### src/rtl/tcg_pkg.sv
package tcg_pkg;

    typedef enum logic [1:0] {
        CM_STEADY = 2'b00,
        CM_HIDDEN = 2'b01,
        CM_FAST   = 2'b10,
        CM_SLOW   = 2'b11
    } cur_mode_e;

    typedef struct packed {
        logic addr_hit;
        logic line_hit;
        logic enabled;
    } cell_hit_t;

    typedef struct packed {
        logic fast_vis;
        logic slow_vis;
    } blink_phase_t;

    function automatic logic line_in_window(
        input logic [4:0] line,
        input logic [4:0] lo,
        input logic [4:0] hi
    );
        return (line >= lo) && (line <= hi);
    endfunction

endpackage

### src/rtl/tcg_blink_gen.sv
module tcg_blink_gen
    import tcg_pkg::*;
#(
    parameter int FAST_LOG2 = 4,
    parameter int SLOW_LOG2 = 5
) (
    input  logic         clk,
    input  logic         rst,
    input  logic         frame_tick,
    output blink_phase_t phase
);
    localparam int CNT_W = (SLOW_LOG2 > FAST_LOG2) ? SLOW_LOG2 : FAST_LOG2;

    logic [CNT_W-1:0] frame_cnt;

    always_ff @(posedge clk) begin
        if (rst) begin
            frame_cnt <= '0;
        end else if (frame_tick) begin
            frame_cnt <= frame_cnt + 1'b1;
        end
    end

    // first half of each period is visible
    always_comb begin
        phase.fast_vis = ~frame_cnt[FAST_LOG2-1];
        phase.slow_vis = ~frame_cnt[SLOW_LOG2-1];
    end

endmodule

### src/rtl/tcg_cell_match.sv
module tcg_cell_match
    import tcg_pkg::*;
#(
    parameter int ADDR_W = 16,
    parameter int LINE_W = 5
) (
    input  logic [ADDR_W-1:0] cur_addr,
    input  logic [ADDR_W-1:0] cell_addr,
    input  logic [LINE_W-1:0] first_line,
    input  logic [LINE_W-1:0] last_line,
    input  logic [LINE_W-1:0] scan_line,
    input  logic              disp_en,
    output cell_hit_t         hit
);
    localparam int PAD = 5 - LINE_W;

    logic [4:0] ln, lo, hi;

    generate
        if (PAD > 0) begin : g_pad
            assign ln = {{PAD{1'b0}}, scan_line};
            assign lo = {{PAD{1'b0}}, first_line};
            assign hi = {{PAD{1'b0}}, last_line};
        end else begin : g_nopad
            assign ln = scan_line[4:0];
            assign lo = first_line[4:0];
            assign hi = last_line[4:0];
        end
    endgenerate

    always_comb begin
        hit.addr_hit = (cell_addr == cur_addr);
        hit.line_hit = line_in_window(ln, lo, hi);
        hit.enabled  = disp_en;
    end

endmodule

### src/rtl/text_cursor_gate.sv
module text_cursor_gate
    import tcg_pkg::*;
#(
    parameter int ADDR_W    = 16,
    parameter int LINE_W    = 5,
    parameter int FAST_LOG2 = 4,
    parameter int SLOW_LOG2 = 5
) (
    input  logic              clk,
    input  logic              rst,
    input  logic              frame_tick,
    input  logic [1:0]        mode,
    input  logic [LINE_W-1:0] first_line,
    input  logic [LINE_W-1:0] last_line,
    input  logic [ADDR_W-1:0] cur_addr,
    input  logic [ADDR_W-1:0] cell_addr,
    input  logic [LINE_W-1:0] scan_line,
    input  logic              disp_en,
    output logic              cursor_on
);
    blink_phase_t phase;
    cell_hit_t    hit;
    cur_mode_e    cmode;
    logic         mode_vis;
    logic         show_d;

    tcg_blink_gen #(
        .FAST_LOG2(FAST_LOG2),
        .SLOW_LOG2(SLOW_LOG2)
    ) u_blink (
        .clk       (clk),
        .rst       (rst),
        .frame_tick(frame_tick),
        .phase     (phase)
    );

    tcg_cell_match #(
        .ADDR_W(ADDR_W),
        .LINE_W(LINE_W)
    ) u_match (
        .cur_addr  (cur_addr),
        .cell_addr (cell_addr),
        .first_line(first_line),
        .last_line (last_line),
        .scan_line (scan_line),
        .disp_en   (disp_en),
        .hit       (hit)
    );

    always_comb begin
        cmode = cur_mode_e'(mode);
        unique case (cmode)
            CM_STEADY: mode_vis = 1'b1;
            CM_HIDDEN: mode_vis = 1'b0;
            CM_FAST:   mode_vis = phase.fast_vis;
            CM_SLOW:   mode_vis = phase.slow_vis;
            default:   mode_vis = 1'b0;
        endcase
        show_d = mode_vis & hit.addr_hit & hit.line_hit & hit.enabled;
    end

    always_ff @(posedge clk) begin
        if (rst) begin
            cursor_on <= 1'b0;
        end else begin
            cursor_on <= show_d;
        end
    end

endmodule

### config.mk
export PLATFORM = sky130hd
export DESIGN_NAME = text_cursor_gate
export DESIGN_NICKNAME = d
export VERILOG_FILES = /design/src/rtl/tcg_pkg.sv /design/src/rtl/tcg_blink_gen.sv /design/src/rtl/tcg_cell_match.sv /design/src/rtl/text_cursor_gate.sv
export SDC_FILE = /design/constraint.sdc
export NUM_CORES = 1
export LEC_CHECK = 0
export BUFFER_PORTS_ARGS = -buffer_cell sky130_fd_sc_hd__buf_2
export CAP_MARGIN = 20
export CORE_MARGIN = 5
export CORE_UTILIZATION = 35
export DETAILED_ROUTE_END_ITERATION = 6
export GPL_TIMING_DRIVEN = 0
export PLACE_DENSITY = 0.74
export SYNTH_ARGS = -nofsm -noshare
export SYNTH_HDL_FRONTEND = slang
export SYNTH_SLANG_ARGS = --single-unit
### constraint.sdc
create_clock -name clk -period 1.8 [get_ports clk]
set_input_delay 0.09 -clock clk [delete_from_list [all_inputs] [get_ports clk]]
set_output_delay 0.09 -clock clk [all_outputs]
set_load 0.05 [all_outputs]
-- Word-level counts from Yosys, hierarchy flattened
Cells that the tools add are included.
- add/subtract/negate cells: 1
- order comparisons: 2
- eq/ne operators: 4
- mux-type cells: 1
- bitwise operators: 5
- reduce and logical (&&, ||, !) cells: 2
- operator list (operator ; count):
    $eq 16x16->1 ; 1
    $add 5x1->5 const B ; 1
    $ge 5x5->1 ; 1
    $le 5x5->1 ; 1
    $eq 2x2->1 const B ; 2
    $pmux 1 s4 ; 1
    $and 1x1->1 ; 3
    $eq 2x1->1 const B ; 1
    $logic_not 2->1 ; 1
    $not 1->1 ; 2
    $logic_and 1x1->1 ; 1
- register bits: 6
- output and inout bits: 1

-- Longest topological paths before layout
- depth in word-level cells: 5
- gate-level depth with buffers: 7
- gate-level depth less buffers: 7

-- By module
A second synthesis with hierarchy kept.
- cell total of the unflattened synthesis: 85
- area total of the unflattened synthesis: 737.0 µm²
- modules (own cells, without submodules) (module ; times used ; cells an instance ; area an instance (µm²) ; sequential area each (µm²)):
    tcg_cell_match ; 1 ; 56 ; 424.2 ; 0.0
    tcg_blink_gen ; 1 ; 24 ; 255.2 ; 100.1
    text_cursor_gate ; 1 ; 5 ; 57.6 ; 20.0

-- Worst setup path before layout
Ideal clock, no wire load.
- path kind: reg2reg
- from: reg u_blink.frame_cnt[4]
- to: reg cursor_on
- data arrival time: 1.056 ns
- setup slack: 0.684 ns
- cell stages (with the launch flop): 5
- buffers on the path: 0
- clock period less this slack: 1.116 ns
- path through: dfxtp_1 -> o21ai_0 -> nand4_4 -> nor4_2 -> o221a_1
- word-level cells in the longest chain between the ends: 5
- ends and longest elaborated chain (element ; line ; RTL):
    start: declaration ; tcg_blink_gen.sv:14 ; logic [CNT_W-1:0] frame_cnt;
    start signal: assignment ; tcg_blink_gen.sv:20 ; frame_cnt <= frame_cnt + 1'b1;
    $not 1->1 ; tcg_blink_gen.sv:27 ; phase.slow_vis = ~frame_cnt[SLOW_LOG2-1];
    $pmux 1 s4 ; text_cursor_gate.sv:52 ; unique case (cmode)
    $and 1x1->1 (3 in a row) ; text_cursor_gate.sv:59 ; show_d = mode_vis & hit.addr_hit & hit.line_hit & hit.enabled;
    end signal: assignment ; text_cursor_gate.sv:66 ; cursor_on <= show_d;
    end: declaration ; text_cursor_gate.sv:19 ; output logic cursor_on
Every way passes these cells.
A chain may end at the register's enable or synchronous reset.

-- Final worst setup path
Same ends and word-level chain as after synthesis.

==> impl_results.md <==
* Number of max-capacitance violations reported at 0
* Clk root buf: clkbuf_4
* Depth of the worst register-to-register path at 4
* Average vias per placed instance at roughly 4.6
* Crit path depth at 4
* Wire length of the first global-routing pass at ~2500 microns
* Initial antenna violation count at 0
* Worst hold path depth at 2
* Status: finished clean
* Routability-driven placement congestion ratio at 0.726
* Worst vdd rail ir drop at 0.179 mV
* Kind of end point of the critical path: register
* Maximum clock skew at final layout at 0.00497 ns
* Height of the die at roughly 54 microns
* Worst path arrival time at 1.40 ns
* Total of flip-flops plus latches after synthesis at 6
* Total of buffers placed on input and output ports at 53
* CTS tree: done
* Net count after synthesis at between 100 and 150
* Total half-perimeter wirelength after legalization and detailed placement at 1460 microns
* Via count of the first global-routing pass at 677
* DRT antenna net count at 0
* Total length of routed wires at 1570 microns
* Hold WC Path Type: in -> reg
* Placed Area at between 900 and 1000 sq um
* Slowest cell on the critical path: dfxtp_1
* Smallest hold slack at roughly 0.07 ns
* Largest net degree at the start of global routing at 7
* Element type at the critical path start: register
* Hold buffer count at CTS at 0
* Cell Pwr Density at between 400 and 500 nW/um^2
* Series of cell instances along the critical path: o21ai_0 -> nand4_4 -> nor4_2 -> o221a_1
* Category of the critical setup timing path: reg -> reg
* Critical-path maximum fanout at 2
* Number of search-and-repair iterations in the first detailed-routing pass at 4
* Number of buffers added for setup after CTS at 0
* Fraction of final layout cells with drive strength greater than 1 at 42.3%
* Initial cell density of the core at 37.9%
* Area overhead of the layout relative to synthesis at 47.2%
* I/O pin count at 54
* Utilization after layout at 55.8%
* Number of instances resized during post-cts repair at 0
* Number of sinks driven by the clock tree at 6
* Final max-slew violation count at 0
* Clk_lat worst skew at ~0.24 ns
* Sequential-to-total area share from yosys stat at 17.8%
* H-Tree Depth at 1
* Commonest non-fill, non-tap cells in the layout: buf_2 (53), xnor2_1 (13), inv_1 (12), ha_1 (11)
* Count of yosys warnings during synthesis at 0
* Maximum number of buffers from clock root to sink at 2
* Num CTS Buffers at 3
* Post-detailed-route wirelength per cell at 9.70 microns
* Register clock-pin slew on the reported worst setup and hold paths at ~0.050 ns
* Setup-violating endpoint count in the final report at 0
* Post-route minimum period at 1.21 ns
* Stage delay of the slowest cell on the critical path at 0.31 ns
* Buffering stage count on the worst path with inverters included at 0
* Total Routing Usage GR at between 10% and 20%
* Remaining max-slew budget at the tightest pin at 79.1%
* Sum Neg Setup Slack at 0 ns
* Grt total ovfl at 0
* Die extent in x at 53.9 microns
* Distinct cell type count of the synthesized netlist at 21
* Setup repair after global routing missed its margin: no
* Total via count in the routed design at ~740
* Count of inserted antenna diode cells at 0
* Number of hold violations in the final report at 0
* Tcrit/Tclk final at 67.2%
* Leakage power of the design at 0.529 nW
* Number of DRC violations after detailed-routing iteration 0 at 4
* Highest achievable clock rate at just over 0.8 GHz
* Kind of cell with the highest combined delay on the critical path: compound AO/OA/AOI/OAI gates
* Total of fill cells in the finished design at approximately 160
* Core Area at 1780 sq um
* Layout Cell Area excl Fill at 995 sq um
* Count of unresolved DRC violations after routing at 0
* Synthesized instance count at 81
* Floorplan die area at approximately 2900 sq um
* Endpoint required time on the critical path at 1.99 ns
* Fin nets at 203
* Slew at the pin closest to its max-slew limit at between 0.3 and 0.4 ns
* Cell Area, Synth at slightly below 700 sq um
* Average instance area after synthesis at roughly 8.3 sq um
* Most common cell after layout, fill and taps aside: buf_2
* Number of placement rows at 15
routing by layer:
| layer | vias up | routed length, microns | track usage [%] | part of all wire [%] |
|---|---|---|---|---|
| met3 | 2 | 261 | 3.60 | 17 |
| met2 | 45 | 682 | 20.8 | 43 |
| met5 | - | 0 | 0 | 0 |
| met1 | 304 | 615 | 13.0 | 39 |
| li1 | 387 | - | - | - |
| met4 | 0 | 11 | 2.55 | 0.70 |
power breakdown:
group          switching (mW)  leakage (nW)  total (mW)  internal [mW]
logic                  0.0705         0.467       0.164         0.0934
registers             0.00420        0.0487       0.143          0.138
clock network          0.0476        0.0138       0.123         0.0753
worst paths after layout:
kind,from,to,slack [ns]
min,rst,u_blink.frame_cnt[0],0.07
max,u_blink.frame_cnt[4],cursor_on,0.59
min reg2reg,u_blink.frame_cnt[4],u_blink.frame_cnt[4],0.52
max reg2reg,u_blink.frame_cnt[4],cursor_on,0.59
final cells by class:
class / count / area (sq um) / share of cell area [%]
well taps: 25 / 31.3 / 3.14
flip-flops and latches: 6 / 120 / 12.1
repair buffers: 53 / 265 / 26.7
inverters: 12 / 45.0 / 4.53
clock buffers: 3 / 22.5 / 2.26
multi-input cells: 63 / 510 / 51.3
sequential cells by signal (all words and copies together) (netlist names):
name,flops
cursor_on,1
u_blink.frame_cnt,5
cells in the mapped netlist, drive strengths merged:
cell	instances	share of area [%]
xor2	7	9.1
nand2b	2	1.9
nand2	2	1.1
xnor2	13	17
ha	11	20
o221a	1	1.7
inv	12	6.7
a31oi	1	0.93
nor4	2	2.8
nor2	7	3.9
nand3	2	1.5
nor3	1	0.74
o21ai	4	3.0
nand4	5	6.9
dfxtp	6	18
a21oi	2	1.5
o22ai	1	0.93
a21boi	1	1.1
mux2i	1	1.5
stage by stage:
stage	std cells	total power, mW	worst slack [ns]
global route	162	0.471	0.485
floorplan	81	0.231	0.684
CTS	162	0.435	0.530
finish	162	0.429	0.590
global placement	159	0.303	0.458
detailed placement	159	0.310	0.433
cells by family (layout without fill, tap and decap cells):
logic type | Yosys count | count (layout) | share of synthesized area (%)
and+or+nand+nor | 21 | 21 | 18.7
muxes | 1 | 1 | 1.48
xor gates and xnor gates | 20 | 20 | 25.9
buffers and inverters | 12 | 68 | 6.67
DFF | 6 | 6 | 17.8
adders and majority gates | 11 | 11 | 20.4
AOI/OAI and AO/OA | 10 | 10 | 9.08
Note: power is estimated with default switching activity, not from simulation.
